==> src/rtl/eprom_ctl_pkg.sv <==
package eprom_ctl_pkg;

    typedef enum logic [2:0] {
        MD_STANDBY = 3'd0,
        MD_OUT_DIS = 3'd1,
        MD_READ    = 3'd2,
        MD_ID_READ = 3'd3,
        MD_VERIFY  = 3'd4,
        MD_PROG    = 3'd5,
        MD_ERASE   = 3'd6
    } mode_e;

    typedef enum logic [1:0] {
        SRC_ARRAY = 2'd0,
        SRC_MFR   = 2'd1,
        SRC_DEV   = 2'd2
    } rdsrc_e;

    typedef enum logic {
        UL_IDLE  = 1'b0,
        UL_ARMED = 1'b1
    } unlock_e;

    // Sampled control pins
    typedef struct packed {
        logic ce_n;
        logic oe_n;
        logic pgm_n;
        logic vpp_hi;
        logic a9_hv;
        logic a0;
    } ctl_t;

    // Decoded view of the device
    typedef struct packed {
        mode_e  mode;
        rdsrc_e src;
        logic   drive;
        logic   idle;
    } view_t;

    localparam logic [7:0]  MFR_CODE = 8'hDA;
    localparam logic [7:0]  DEV_CODE = 8'h85;
    localparam logic [15:0] UNLK_ADDR1 = 16'h5555;
    localparam logic [7:0]  UNLK_DATA1 = 8'hAA;
    localparam logic [15:0] UNLK_ADDR2 = 16'h2AAA;
    localparam logic [7:0]  UNLK_DATA2 = 8'h10;

    function automatic logic [7:0] id_code(rdsrc_e s);
        case (s)
            SRC_MFR: id_code = MFR_CODE;
            SRC_DEV: id_code = DEV_CODE;
            default: id_code = 8'h00;
        endcase
    endfunction

endpackage

==> src/rtl/eprom_mode_decode.sv <==
module eprom_mode_decode
    import eprom_ctl_pkg::*;
(
    input  ctl_t  pins,
    output view_t view
);
    always_comb begin
        view.mode  = MD_OUT_DIS;
        view.src   = SRC_ARRAY;
        view.drive = 1'b0;
        view.idle  = 1'b0;
        if (pins.ce_n) begin
            view.mode = MD_STANDBY;
            view.idle = 1'b1;
        end else if (!pins.oe_n) begin
            view.drive = 1'b1;
            if (pins.a9_hv && !pins.vpp_hi) begin
                view.mode = MD_ID_READ;
                view.src  = pins.a0 ? SRC_DEV : SRC_MFR;
            end else if (pins.vpp_hi) begin
                view.mode = MD_VERIFY;
            end else begin
                view.mode = MD_READ;
            end
        end else if (pins.vpp_hi && !pins.pgm_n) begin
            view.mode = (pins.a9_hv && !pins.a0) ? MD_ERASE : MD_PROG;
        end
    end
endmodule

==> src/rtl/eprom_strobe_meter.sv <==
module eprom_strobe_meter #(
    parameter int PW_W = 20
) (
    input  logic            clk,
    input  logic            rst,
    input  logic            pgm_n,
    output logic            rise,
    output logic [PW_W-1:0] low_cnt
);
    localparam logic [PW_W-1:0] CNT_MAX = {PW_W{1'b1}};

    logic pgm_q;

    assign rise = !pgm_q && pgm_n;

    always_ff @(posedge clk) begin
        if (rst) begin
            pgm_q   <= 1'b1;
            low_cnt <= '0;
        end else begin
            pgm_q <= pgm_n;
            if (!pgm_n) begin
                if (pgm_q)
                    low_cnt <= PW_W'(1);
                else if (low_cnt != CNT_MAX)
                    low_cnt <= low_cnt + PW_W'(1);
            end
        end
    end
endmodule

==> src/rtl/eprom_unlock_seq.sv <==
module eprom_unlock_seq
    import eprom_ctl_pkg::*;
#(
    parameter int ADDR_W = 18,
    parameter int DATA_W = 8
) (
    input  logic              clk,
    input  logic              rst,
    input  logic              wr,
    input  logic              hv_erase,
    input  logic [ADDR_W-1:0] addr,
    input  logic [DATA_W-1:0] data,
    output logic              do_prog,
    output logic              do_erase
);
    unlock_e st, st_nxt;
    logic    hit_first, hit_second;

    assign hit_first  = (addr == ADDR_W'(UNLK_ADDR1)) && (data == DATA_W'(UNLK_DATA1));
    assign hit_second = (addr == ADDR_W'(UNLK_ADDR2)) && (data == DATA_W'(UNLK_DATA2));

    always_comb begin
        st_nxt   = st;
        do_prog  = 1'b0;
        do_erase = 1'b0;
        if (wr) begin
            if (hv_erase) begin
                do_erase = 1'b1;
                st_nxt   = UL_IDLE;
            end else if (st == UL_ARMED && hit_second) begin
                do_erase = 1'b1;
                st_nxt   = UL_IDLE;
            end else if (hit_first) begin
                st_nxt   = UL_ARMED;
            end else begin
                do_prog  = 1'b1;
                st_nxt   = UL_IDLE;
            end
        end
    end

    always_ff @(posedge clk) begin
        if (rst) st <= UL_IDLE;
        else     st <= st_nxt;
    end
endmodule

==> src/rtl/eprom_mode_ctl.sv <==
module eprom_mode_ctl
    import eprom_ctl_pkg::*;
#(
    parameter int ADDR_W = 18,
    parameter int DATA_W = 8,
    parameter int PW_W   = 20
) (
    input  logic              clk,
    input  logic              rst,
    input  logic              ce_n,
    input  logic              oe_n,
    input  logic              pgm_n,
    input  logic              vpp_hi,
    input  logic              a9_hv,
    input  logic [ADDR_W-1:0] addr,
    input  logic [DATA_W-1:0] din,
    output logic              bus_oe,
    output logic [1:0]        rd_sel,
    output logic [DATA_W-1:0] id_byte,
    output logic [2:0]        mode,
    output logic              standby,
    output logic              prog_stb,
    output logic              erase_stb,
    output logic [ADDR_W-1:0] op_addr,
    output logic [DATA_W-1:0] op_data,
    output logic [PW_W-1:0]   pulse_cycles
);
    ctl_t            pins;
    view_t           view;
    logic            rise, wr, hv_erase, do_prog, do_erase;
    logic [PW_W-1:0] low_cnt;

    always_comb begin
        pins.ce_n   = ce_n;
        pins.oe_n   = oe_n;
        pins.pgm_n  = pgm_n;
        pins.vpp_hi = vpp_hi;
        pins.a9_hv  = a9_hv;
        pins.a0     = addr[0];
    end

    eprom_mode_decode u_dec (.pins(pins), .view(view));

    eprom_strobe_meter #(.PW_W(PW_W)) u_meter (
        .clk(clk), .rst(rst), .pgm_n(pgm_n), .rise(rise), .low_cnt(low_cnt)
    );

    assign wr       = rise && !ce_n && oe_n && vpp_hi;
    assign hv_erase = a9_hv && !addr[0];

    eprom_unlock_seq #(.ADDR_W(ADDR_W), .DATA_W(DATA_W)) u_unlock (
        .clk(clk), .rst(rst), .wr(wr), .hv_erase(hv_erase),
        .addr(addr), .data(din), .do_prog(do_prog), .do_erase(do_erase)
    );

    always_ff @(posedge clk) begin
        if (rst) begin
            bus_oe       <= 1'b0;
            rd_sel       <= SRC_ARRAY;
            id_byte      <= '0;
            mode         <= MD_STANDBY;
            standby      <= 1'b1;
            prog_stb     <= 1'b0;
            erase_stb    <= 1'b0;
            op_addr      <= '0;
            op_data      <= '0;
            pulse_cycles <= '0;
        end else begin
            bus_oe    <= view.drive;
            rd_sel    <= view.src;
            id_byte   <= DATA_W'(id_code(view.src));
            mode      <= view.mode;
            standby   <= view.idle;
            prog_stb  <= do_prog;
            erase_stb <= do_erase;
            if (wr) begin
                op_addr      <= addr;
                op_data      <= din;
                pulse_cycles <= low_cnt;
            end
        end
    end
endmodule

==> config.mk <==
export PLATFORM = sky130hd
export DESIGN_NAME = eprom_mode_ctl
export DESIGN_NICKNAME = d
export VERILOG_FILES = /design/src/rtl/eprom_ctl_pkg.sv /design/src/rtl/eprom_mode_decode.sv /design/src/rtl/eprom_strobe_meter.sv /design/src/rtl/eprom_unlock_seq.sv /design/src/rtl/eprom_mode_ctl.sv
export SDC_FILE = /design/constraint.sdc
export NUM_CORES = 1
export LEC_CHECK = 0
export ABC_AREA = 1
export BUFFER_PORTS_ARGS = -buffer_cell sky130_fd_sc_hd__buf_4
export CAP_MARGIN = 5
export CELL_PAD_IN_SITES_DETAIL_PLACEMENT = 1
export CELL_PAD_IN_SITES_GLOBAL_PLACEMENT = 1
export CORE_MARGIN = 1
export CORE_UTILIZATION = 35
export CTS_CLUSTER_SIZE = 12
export DETAILED_ROUTE_END_ITERATION = 10
export PLACE_DENSITY_LB_ADDON = 0.1
export SLEW_MARGIN = 20
export SYNTH_ARGS = -nofsm -noshare
export SYNTH_HDL_FRONTEND = slang
export SYNTH_HIERARCHICAL = 1
export SYNTH_SLANG_ARGS = --single-unit
==> constraint.sdc <==
create_clock -name clk -period 1.7 [get_ports clk]
set_clock_uncertainty 0.05 [all_clocks]
set_input_delay 0.17 -clock clk [delete_from_list [all_inputs] [get_ports clk]]
set_output_delay 0.17 -clock clk [all_outputs]
set_load 0.01 [all_outputs]
==> results by group <==
Floorplanning
  • Y dimension of the die: 113 µm
  • Die boundary width: 113 µm
  • Floorplan row count: 40
  • # IOs: 96
  • Initial core utilization: 0.360
  • Die footprint: 0.0129 mm²
  • Core outline area: 0.0121 mm²

Global routing
  • Overflow left after global routing: 0
  • Initial antenna violation count: 0
  • Via count of the first global-routing pass: 4488
  • Maximum number of pins on one net before global-route repair: 41
  • Global-route usage over all layers: 0.208
  • Wire length of the first global-routing pass: 21300 µm

Clocking
  • Reg clk slew, reported paths: 0.07 ns
  • Clock buffer count from CTS: 9
  • Clock Root Buffer: sky130_fd_sc_hd__clkbuf_16
  • TritonCTS Sinks: 80
  • CTS tree: done
  • Clk_lat worst skew: 0.34 ns
  • Clock Tree Buf Depth: 2
  • Count of hold buffers inserted by post-cts repair: 0
  • Maximum level of the CTS H-tree: 3

Worst setup path
  • CP Data Required Time: 1.88 ns
  • Data arrival time at the worst-slack endpoint: 1.80 ns
  • Kind of launch point of the worst setup path: flip-flop
  • Critical Path, Cell by Cell: ha_4 > nand2_2 > nor2_2 > nand2_2 > nor2_4 > nand3_4 > nand2_4 > nand2_1 > nand2_1 > nor2_1
  • Delay of the slowest cell on the worst path: 0.36 ns
  • Biggest fanout along the worst timing path: 13
  • Slowest CP cell: sky130_fd_sc_hd__dfxtp_2
  • Kind of capture point of the worst setup path: flip-flop
  • Category of the most critical setup path: flip-flop to flip-flop

Timing
  • Number of hold-slack violations in the final timing report: 0
  • Number of max-slew violations in the final report: 0
  • Slew at the pin closest to its max-slew limit: 0.603 ns
  • Final critical-path setup slack: 0.0863 ns
  • Total negative setup slack: 0 ns
  • Remaining max-slew budget at the tightest pin: 0.598
  • Unrepaired setup endpoints after global routing: yes
  • FMAX: 620 MHz
  • Post-layout minimum cycle time: 1.61 ns
  • Share of the clock period used by the worst path: 0.949
  • Final setup violating endpoints: 0

Synthesis
  • Post-synthesis register bit count: 80
  • Synthesis Warnings: 6
  • Gate Count Post-Synth: 685
  • Proportion of register bits with asynchronous set or reset after synthesis: 0
  • Yosys cell types: 34
  • Number of enable-type register cells in the synthesized netlist: 0
  • Post-synthesis cell area: 0.00434 mm²
  • Most used flip-flop cell after synthesis: sky130_fd_sc_hd__dfxtp_1
  • Syn Area/Cell: 6.34 µm²
  • Net count after synthesis: 721
  • Register area share after synthesis: 0.369

Placement
  • Worst slack at placement: -0.00894 ns
  • DP HPWL: 9350 µm
  • Port bufs: 94
  • Routability-driven placement congestion ratio: 0.852

Layout
  • Net total in the final layout: 827
  • Utilization after layout: 0.475
  • Layout Area Growth over Synthesis: 31.8%
  • Filler cell count: 1604
  • Antenna fix cells: 0
  • Share of post-route cells with drive strength above 1: 0.269

Pwr
  • Leak: 2.64 nW
  • Total power of the final layout: 4.52 mW
  • Power density over cell area: 789 mW/mm²
  • VDD IR-drop max: 0.358 mV

Detailed routing
  • Met3 wire length: 449 µm
  • First DRT Iteration DRCs: 159
  • Detailed-route DRC error count: 0
  • Routed length on met2: 6100 µm
  • Remaining antenna violation count: 0
  • Via-per-instance ratio: 4.55
  • Highest metal layer with signal wires: met4
  • Average wire per standard cell: 13.1 µm
  • 1st-pass router iterations: 4
  • Vias after detailed routing: 4387
  • Wire length on met1: 5950 µm
  • Total Wirelength: 12600 µm

Run
  • Max-cap violation count: 0

Outcome
  • Status: finished, final reports clean

Hold path
  • Worst min-delay path class: input port to flip-flop
## worst max-delay path: cells and delay by family, from the launching register on
kind                     cells  cell delay (ns)
AND/OR/NAND/NOR              9             0.95
flip-flops                   1             0.36
adder cells (fa/ha/maj)      1             0.14
## area by class of cell
| type | count | area, µm² | share of cell area |
|---|---|---|---|
| Multi-Input combinational cell | 455 | 2120 | 0.370 |
| Sequential cell | 80 | 1610 | 0.281 |
| Timing Repair Buffer | 126 | 1010 | 0.177 |
| Inverter | 119 | 447 | 0.0780 |
| Clock buffer | 9 | 225 | 0.0393 |
| Tap cell | 168 | 210 | 0.0367 |
| Clock inverter | 7 | 101 | 0.0177 |
## path summary, 6_finish.rpt
path	endpoint	from	slack, ns	cells past startpoint
worst max-delay path	u_meter/low_cnt[15]$_SDFFE_PP0P_	u_meter/low_cnt[1]$_SDFFE_PP0P_	0.09	10
worst min-delay path	standby$_SDFF_PP1_	ce_n	0.06	2
worst max register to register	u_meter/low_cnt[15]$_SDFFE_PP0P_	u_meter/low_cnt[1]$_SDFFE_PP0P_	0.09	10
worst min register to register	op_addr[5]$_SDFFE_PP0P_	op_addr[5]$_SDFFE_PP0P_	0.43	2
## metrics by stage
step	cell area [µm²]	cells	hold slack, ns
3_5_place_dp	5310	946	0.408
6_report	5730	964	0.0593
5_1_grt	5730	964	0.0520
2_1_floorplan	4340	685	0.189
4_1_cts	5640	962	0.0430
3_3_place_gp	5310	946	0.403
## cells in the mapped netlist (3+ instances only)
cell type                  number  share of area
sky130_fd_sc_hd__nor2_2        29          0.042
sky130_fd_sc_hd__buf_6          8          0.021
sky130_fd_sc_hd__nand3_1       73          0.084
sky130_fd_sc_hd__inv_2          7         0.0060
sky130_fd_sc_hd__ha_1           3         0.0086
sky130_fd_sc_hd__nand2_2        9          0.013
sky130_fd_sc_hd__nor2_1       147           0.13
sky130_fd_sc_hd__inv_1        112          0.097
sky130_fd_sc_hd__nand2_1      147           0.13
sky130_fd_sc_hd__dfxtp_1       80           0.37
sky130_fd_sc_hd__buf_4          8          0.014
sky130_fd_sc_hd__a21oi_1        8         0.0092
sky130_fd_sc_hd__o21ai_0        9          0.010
sky130_fd_sc_hd__o21bai_1       3         0.0052
sky130_fd_sc_hd__nor3_1         3         0.0035
sky130_fd_sc_hd__buf_2          6         0.0069
sky130_fd_sc_hd__nand4_1        5         0.0072
sky130_fd_sc_hd__clkbuf_1       6         0.0052
sky130_fd_sc_hd__nor2_4         3         0.0078
## state kept, by name (all words and copies together), names as in the netlist
register,cells
u_meter/low_cnt,20
mode,3
standby,1
id_byte,3
bus_oe,1
rd_sel,2
u_meter/pgm_q,1
u_unlock/st,1
prog_stb,1
op_addr,18
pulse_cycles,20
erase_stb,1
op_data,8
## repair_timing
action / 4_1_cts / 5_1_grt
cloned: 0 / 1
setup buffers: 0 / 1
pin swaps: 0 / 8
gates resized for setup: 1 / 19
setup endpoints to repair: 3 / 17
## power breakdown
part | internal (mW) | switching [mW]
combinational | 0.184 | 0.274
sequential | 1.91 | 0.0224
clock | 1.30 | 0.827
total | 3.39 | 1.12
## routing by layer
| layer | track usage | up-vias |
|---|---|---|
| li1 | - | 2256 |
| met1 | 0.264 | 2057 |
| met2 | 0.355 | 68 |
| met3 | 0.0377 | 6 |
| met4 | 0.0772 | 0 |
| met5 | 0 | - |
## cells by family (layout without fill, tap and decap cells)
kind of cell               Yosys count  after routing  synth area share
buffers and inverters              150            261             0.155
and+or+nand+nor                    425            425             0.431
adders and majority gates            3              3           0.00864
other                                1              1          0.000863
AOI/OAI and AO/OA                   26             26            0.0360
DFF                                 80             80             0.369
## cell usage in the layout, fill, tap and decap left out, types with 2 or more instances in the layout
cell                         count
sky130_fd_sc_hd__a21oi_1         8
sky130_fd_sc_hd__buf_12          4
sky130_fd_sc_hd__buf_4         121
sky130_fd_sc_hd__bufinv_16       2
sky130_fd_sc_hd__clkbuf_16      10
sky130_fd_sc_hd__clkinvlp_4      2
sky130_fd_sc_hd__dfxtp_1        72
sky130_fd_sc_hd__dfxtp_2         8
sky130_fd_sc_hd__ha_1            2
sky130_fd_sc_hd__inv_1         112
sky130_fd_sc_hd__inv_2           7
sky130_fd_sc_hd__inv_6           3
sky130_fd_sc_hd__nand2_1       146
sky130_fd_sc_hd__nand2_2        10
sky130_fd_sc_hd__nand3_1        73
sky130_fd_sc_hd__nand3b_1        2
sky130_fd_sc_hd__nand4_1         5
sky130_fd_sc_hd__nor2_1        141
sky130_fd_sc_hd__nor2_2         33
sky130_fd_sc_hd__nor2_4          5
sky130_fd_sc_hd__nor3_1          3
sky130_fd_sc_hd__o21ai_0         9
sky130_fd_sc_hd__o21ai_1         2
sky130_fd_sc_hd__o21bai_1        3
No activity file was read; power rests on OpenSTA's default activity.
